<file path="config.mk">
export PLATFORM = sky130hd
export DESIGN_NAME = psram_cmd_tracker
export DESIGN_NICKNAME = d
export VERILOG_FILES = /design/src/rtl/psram_cmd_tracker.sv
export SDC_FILE = /design/constraint.sdc
export NUM_CORES = 1
export LEC_CHECK = 0
export ABC_AREA = 1
export CAP_MARGIN = 40
export CORE_AREA = 2 2 46 48
export DETAILED_ROUTE_END_ITERATION = 8
export DIE_AREA = 0 0 48 50
export SYNTH_ARGS = -nofsm -noshare
export SYNTH_HDL_FRONTEND = slang
export SYNTH_SLANG_ARGS = --single-unit
</file>
<file path="constraint.sdc">
create_clock -name clk -period 1.19 [get_ports clk]
set_input_delay 0.238 -clock clk [delete_from_list [all_inputs] [get_ports clk]]
set_output_delay 0.238 -clock clk [all_outputs]
set_load 0.03 [all_outputs]
</file>
<file path="src/rtl/psram_cmd_tracker.sv">
module psram_cmd_tracker #(
  parameter int RST_CYC = 13,
  parameter logic [7:0] OP_RSTEN = 8'h66,
  parameter logic [7:0] OP_RST   = 8'h99,
  parameter logic [7:0] OP_QUAD  = 8'h35,
  parameter logic [7:0] OP_SER   = 8'hF5,
  parameter logic [7:0] OP_WRAP  = 8'hC0
) (
  input  logic       clk,
  input  logic       rst_n,
  input  logic       cmd_vld,
  input  logic [7:0] cmd_byte,
  output logic       quad_mode,
  output logic       wrap_mode,
  output logic       soft_rst,
  output logic       cmd_ack
);
  localparam int CW = $clog2(RST_CYC + 1);

  logic          armed;
  logic [CW-1:0] quiet;
  logic          take, fire;

  assign take = cmd_vld && (quiet == '0);
  assign fire = take && armed && (cmd_byte == OP_RST);

  always_ff @(posedge clk or negedge rst_n) begin
    if (!rst_n) begin
      quad_mode <= 1'b0;
      wrap_mode <= 1'b0;
      armed     <= 1'b0;
      soft_rst  <= 1'b0;
      cmd_ack   <= 1'b0;
      quiet     <= '0;
    end else begin
      soft_rst <= fire;
      cmd_ack  <= take;
      if (quiet != '0) quiet <= quiet - 1'b1;
      if (take) begin
        armed <= (cmd_byte == OP_RSTEN);
        if (fire) begin
          quad_mode <= 1'b0;
          wrap_mode <= 1'b0;
          quiet     <= CW'(RST_CYC);
        end else begin
          if (cmd_byte == OP_QUAD && !quad_mode) quad_mode <= 1'b1;
          if (cmd_byte == OP_SER  &&  quad_mode) quad_mode <= 1'b0;
          if (cmd_byte == OP_WRAP) wrap_mode <= ~wrap_mode;
        end
      end
    end
  end
endmodule

</file>
Word-level counts from Yosys, hierarchy flattened:

Cells that the tools add are included.

* register bits: 9
* input bits: 11
* output and inout bits: 4
* logic and storage cells: 33

* add/sub/neg operators: 1
* eq/ne operators: 5
* muxes and demuxes: 8
* bitwise operators: 1
* reductions and logical operators: 12

Operators with widths (count)
* 8-bit == test, second input constant: 3
* 4-bit two-way mux: 3
* 8-bit by 6-bit == test with 1-bit output, second input constant: 1
* 8-bit by 7-bit == test with 1-bit output, second input constant: 1
* 1-bit logical AND: 5
* 1-bit two-way mux: 5
* 4-bit logical NOT: 1
* 2-bit AND reduction: 2
* 4-bit nonzero test: 1
* 4-bit by 1-bit subtractor with 4-bit output, second input constant: 1
* 3-bit nonzero test: 1
* 2-bit nonzero test: 1
* 1-bit logical NOT: 1
* 1-bit inverter: 1

Depth between registers and ports, before layout:

* depth after elaboration: 6
* mapped depth: 8
* mapped depth without buffers: 8

Least setup slack after synthesis:

No wires, ideal clock.

* path kind: register to register
* from: reg quiet[0]
* to: reg quiet[1]
* setup time: 0.119 ns
* arrival: 1.085 ns
* data required time: 1.071 ns
* slack: -0.014 ns
* stages on the path, launching flop included: 7
* buffers on the path: 0
* period minus slack after synthesis: 1.204 ns
* cells stage by stage: dfrtp_1 > inv_1 > ha_1 > nand2_2 > nor2_4 > nand3_4 > o21a_1

* word-level cells in the longest chain between the ends: 6
* elaborated cells on any way between the ends: 9
* those cells by class: add/sub (1); mux (3); reduce/logical (5)

Ends and longest elaborated chain
* start: declaration: line 21 `logic [CW-1:0] quiet;`
* start signal: assignment: line 38 `if (quiet != '0) quiet <= quiet - 1'b1;`
* start signal: assignment: line 44 `quiet <= CW'(RST_CYC);`
* 4-bit logical NOT *: line 24 `assign take = cmd_vld && (quiet == '0);`
* 1-bit logical AND *: line 24
* named net take: line 22 `logic take, fire;`
* 1-bit logical AND (2 in series): line 25 `assign fire = take && armed && (cmd_byte == OP_RST);`
* 4-bit two-way mux: line 41 `if (fire) begin`
* 4-bit two-way mux *: line 39 `if (take) begin`

The timed path passes the listed nets; every way through them passes the cells marked *.
A chain may end at the register's enable or synchronous reset.

Worst setup path after layout:

* from: reg quiet[0]
* to: reg quad_mode

* word-level cells in the longest chain between the ends: 6
* elaborated cells on any way between the ends: 7
* those cells by class: mux (1); reduce/logical (6)

Ends and longest elaborated chain
* 4-bit logical NOT *: line 24
* 1-bit logical AND *: line 24
* named net take: line 22
* 1-bit logical AND (2 in series): line 25
* 3-bit nonzero test (no source line)
* 2-bit AND reduction (no source line)
* end signal: assignment: line 29 `quad_mode <= 1'b0;`
* end signal: assignment: line 42 `quad_mode <= 1'b0;`
* end signal: assignment: line 46 `if (cmd_byte == OP_QUAD && !quad_mode) quad_mode <= 1'b1;`
* end: declaration: line 13 `output logic quad_mode,`

Marks and branches as above.

==> flow_summary.toml <==
[critical_path]
critical_path_required_ps = 1340
crit_fanout = 7
timing_worst_setup_path_type = "reg -> reg"
setup_crit_start_kind = "flip-flop"
endpoint_kind = "flip-flop"
cp.arrival_ps = 1350

[timing]
final_hold_viol_count = 0
fmax_ghz = 0.830
timing.final.max_slew_violations = 0
rsz_0062_raised_after_global_routing = "yes"
layout_setup_ws_ps = -14.6
final_setup_vio_count = 3
tightestPinTransition_ps = 409
max_slew_margin = 0.726
final.setup_skew_ps = 3.53
post-route-min-period_ps = 1200
tns_ps = -31.7
fin_crit_sh = 1.01
holdWs_ps = 277

[cells_and_area]
fraction_of_final_layout_cells_with_drive_strength_greater_than_1 = 0.234
finish.net_count = 120
flow.area_growth_from_synthesis_pct = 54.0
antennaDiodeCount = 0
fin_util = 0.436
design_area_sq_um = 828

[route]
first_pass_iters = 2
wire_length_per_cell_um = 8.36
initialDrtViolationCount = 5
ant_nets = 0
drt_wl_total_um = 1120
dr_total_vias = 555
detail_route.drc_violations = 0
drt-vias-per-instance = 4.14

[yosys]
post_synth_top_area_cell = "sky130_fd_sc_hd__dfrtp_1"
synth_enable_flop_cells = 0
async_reset_ff_frac = 1.00
post_synth_inst_count = 78
synth_area_leaders = "sky130_fd_sc_hd__dfrtp_1, sky130_fd_sc_hd__nand2_1, sky130_fd_sc_hd__nor2_1"
sequential_element_share_of_the_synthesized_area = 0.419
synth_commonest_cells = "sky130_fd_sc_hd__nand2_1, sky130_fd_sc_hd__nor2_1, sky130_fd_sc_hd__inv_1"
total_standard_cell_area_after_synthesis_sq_um = 538
synthesis.nets = 90
syn_avg_cell_area_sq_um = 6.90
synth_most_common_cell = "sky130_fd_sc_hd__nand2_1"
most_used_dff_post_synth = "sky130_fd_sc_hd__dfrtp_1"
synthesis.yosys.warnings = 0
synth-seq-cells = 9
netlist.area_leader.share = 0.419
yosysUniqueCellTypes = 14

[die]
io-pin-count = 15
design.core.area_sq_um = 1900
die_w_um = 48
die_h_um = 50
rows = 16
floorplan.initialDensity = 0.283
fp.dieArea_sq_um = 2400

[flow_run]
max_cap_violations = 0

[power]
max-vdd-ir-drop_mv = 0.595
cellPowerDensity_nw_per_um2 = 1630
total_leakage_power_nw = 0.451
totalPowerFinal_w = 0.00135

[clock_tree]
tritoncts_num_sinks = 9
tritoncts = "yes"
cts.path.max_buffers = 2
clock_tree.root_cell = "sky130_fd_sc_hd__clkbuf_4"
cts.htree.levels = 1
number_of_buffers_created_by_cts = 3
clkTransAtPathRegs_ps = 60
hold_buffers = 0
clock_insertion_delay_worst_skew_ps = 260

[global_route]
grt_start_max_net_pins = 10
globalRouteTotalUtil = 0.108
antenna_found_initial = 0
first_global_vias = 458
globalRoute.totalOverflow = 0
grt_pass1_wl_um = 1810

[run_status]
outcome = "complete, but fails checks"
failed_checks = "setup timing"

[place]
finalWeightedCongestion = 0.722
detailedPlacementHpwl_um = 961
placedInstanceArea_sq_um = 795
placement.io_buffers = 14

[worst_hold_path]
hold_path_class = "in -> async"
==> metrics by stage <==
| step | instances | setup slack (ps) |
|---|---|---|
| 2_1_floorplan | 78 | 14.1 |
| 3_3_place_gp | 129 | -213 |
| 3_5_place_dp | 129 | -247 |
| 4_1_cts | 134 | -29.0 |
| 5_1_grt | 134 | -85.1 |
| 6_report | 134 | -14.6 |
==> power breakdown <==
part	internal, W	total [W]	switching [W]
registers	0.000388	0.000437	0.0000491
logic	0.000365	0.000681	0.000317
clock network	0.000129	0.000229	0.0000998
==> placed cells by master, fill, tap and decap left out, drive strengths merged <==
cell type	instances
a21oi	2
buf	15
clkbuf	4
clkdlybuf4s50	10
dfrtp	9
ha	1
inv	13
nand2	23
nand3	6
nor2	18
nor3	3
o21a	1
o21ai	2
==> per-layer routing <==
layer	global-route usage	part of all wire	up-vias
li1	-	-	297
met1	0.120	0.44	238
met2	0.171	0.48	16
met3	0.0110	0.043	4
met4	0.0946	0.038	0
met5	0	0	-
==> logic make-up (layout without fill, tap and decap cells) <==
group	Yosys count	in the layout	share of synthesized area
AOI/OAI and AO/OA	5	5	0.0512
DFF	9	9	0.419
and+or+nand+nor	50	50	0.416
buffers and inverters	13	42	0.0907
adders and majority gates	1	1	0.0233
==> critical path, cell delays in order (launching register included) <==
cell	delay (ps)
sky130_fd_sc_hd__dfrtp_1	380
sky130_fd_sc_hd__inv_2	80
sky130_fd_sc_hd__ha_4	140
sky130_fd_sc_hd__nand2_4	60
sky130_fd_sc_hd__nor2_4	170
sky130_fd_sc_hd__nand3_4	130
sky130_fd_sc_hd__nand2_1	90
sky130_fd_sc_hd__nor2_1	40
==> state kept, by name, summed over array words and instances (netlist names) <==
name / cells
armed: 1
soft_rst: 1
cmd_ack: 1
quad_mode: 1
quiet: 4
wrap_mode: 1
==> worst paths after layout <==
check	start	slack, ps	to	cells past startpoint
worst max-delay path	quiet[0]	-10	quad_mode	7
worst min-delay path	rst_n	280	quiet[0]	1
worst max register to register	quiet[0]	-10	quad_mode	7
worst min register to register	armed	500	armed	2
max in group asynchronous	rst_n	620	cmd_ack	1
min in group clk	armed	500	armed	2
==> area by class of cell <==
cell class / instances / area, sq um
fillers: 197 / 1070
inverters: 13 / 48.8
clock buffers: 4 / 26.3
flip-flops and latches: 9 / 225
well taps: 27 / 33.8
multi-input cells: 56 / 282
repair buffers: 25 / 213
==> repair_timing <==
action                     CTS  global route
setup endpoints to repair    8             8
resized for setup            3             0
pin swaps                    4             2
setup buffers                1             0
No activity file was read; power rests on OpenSTA's default activity.
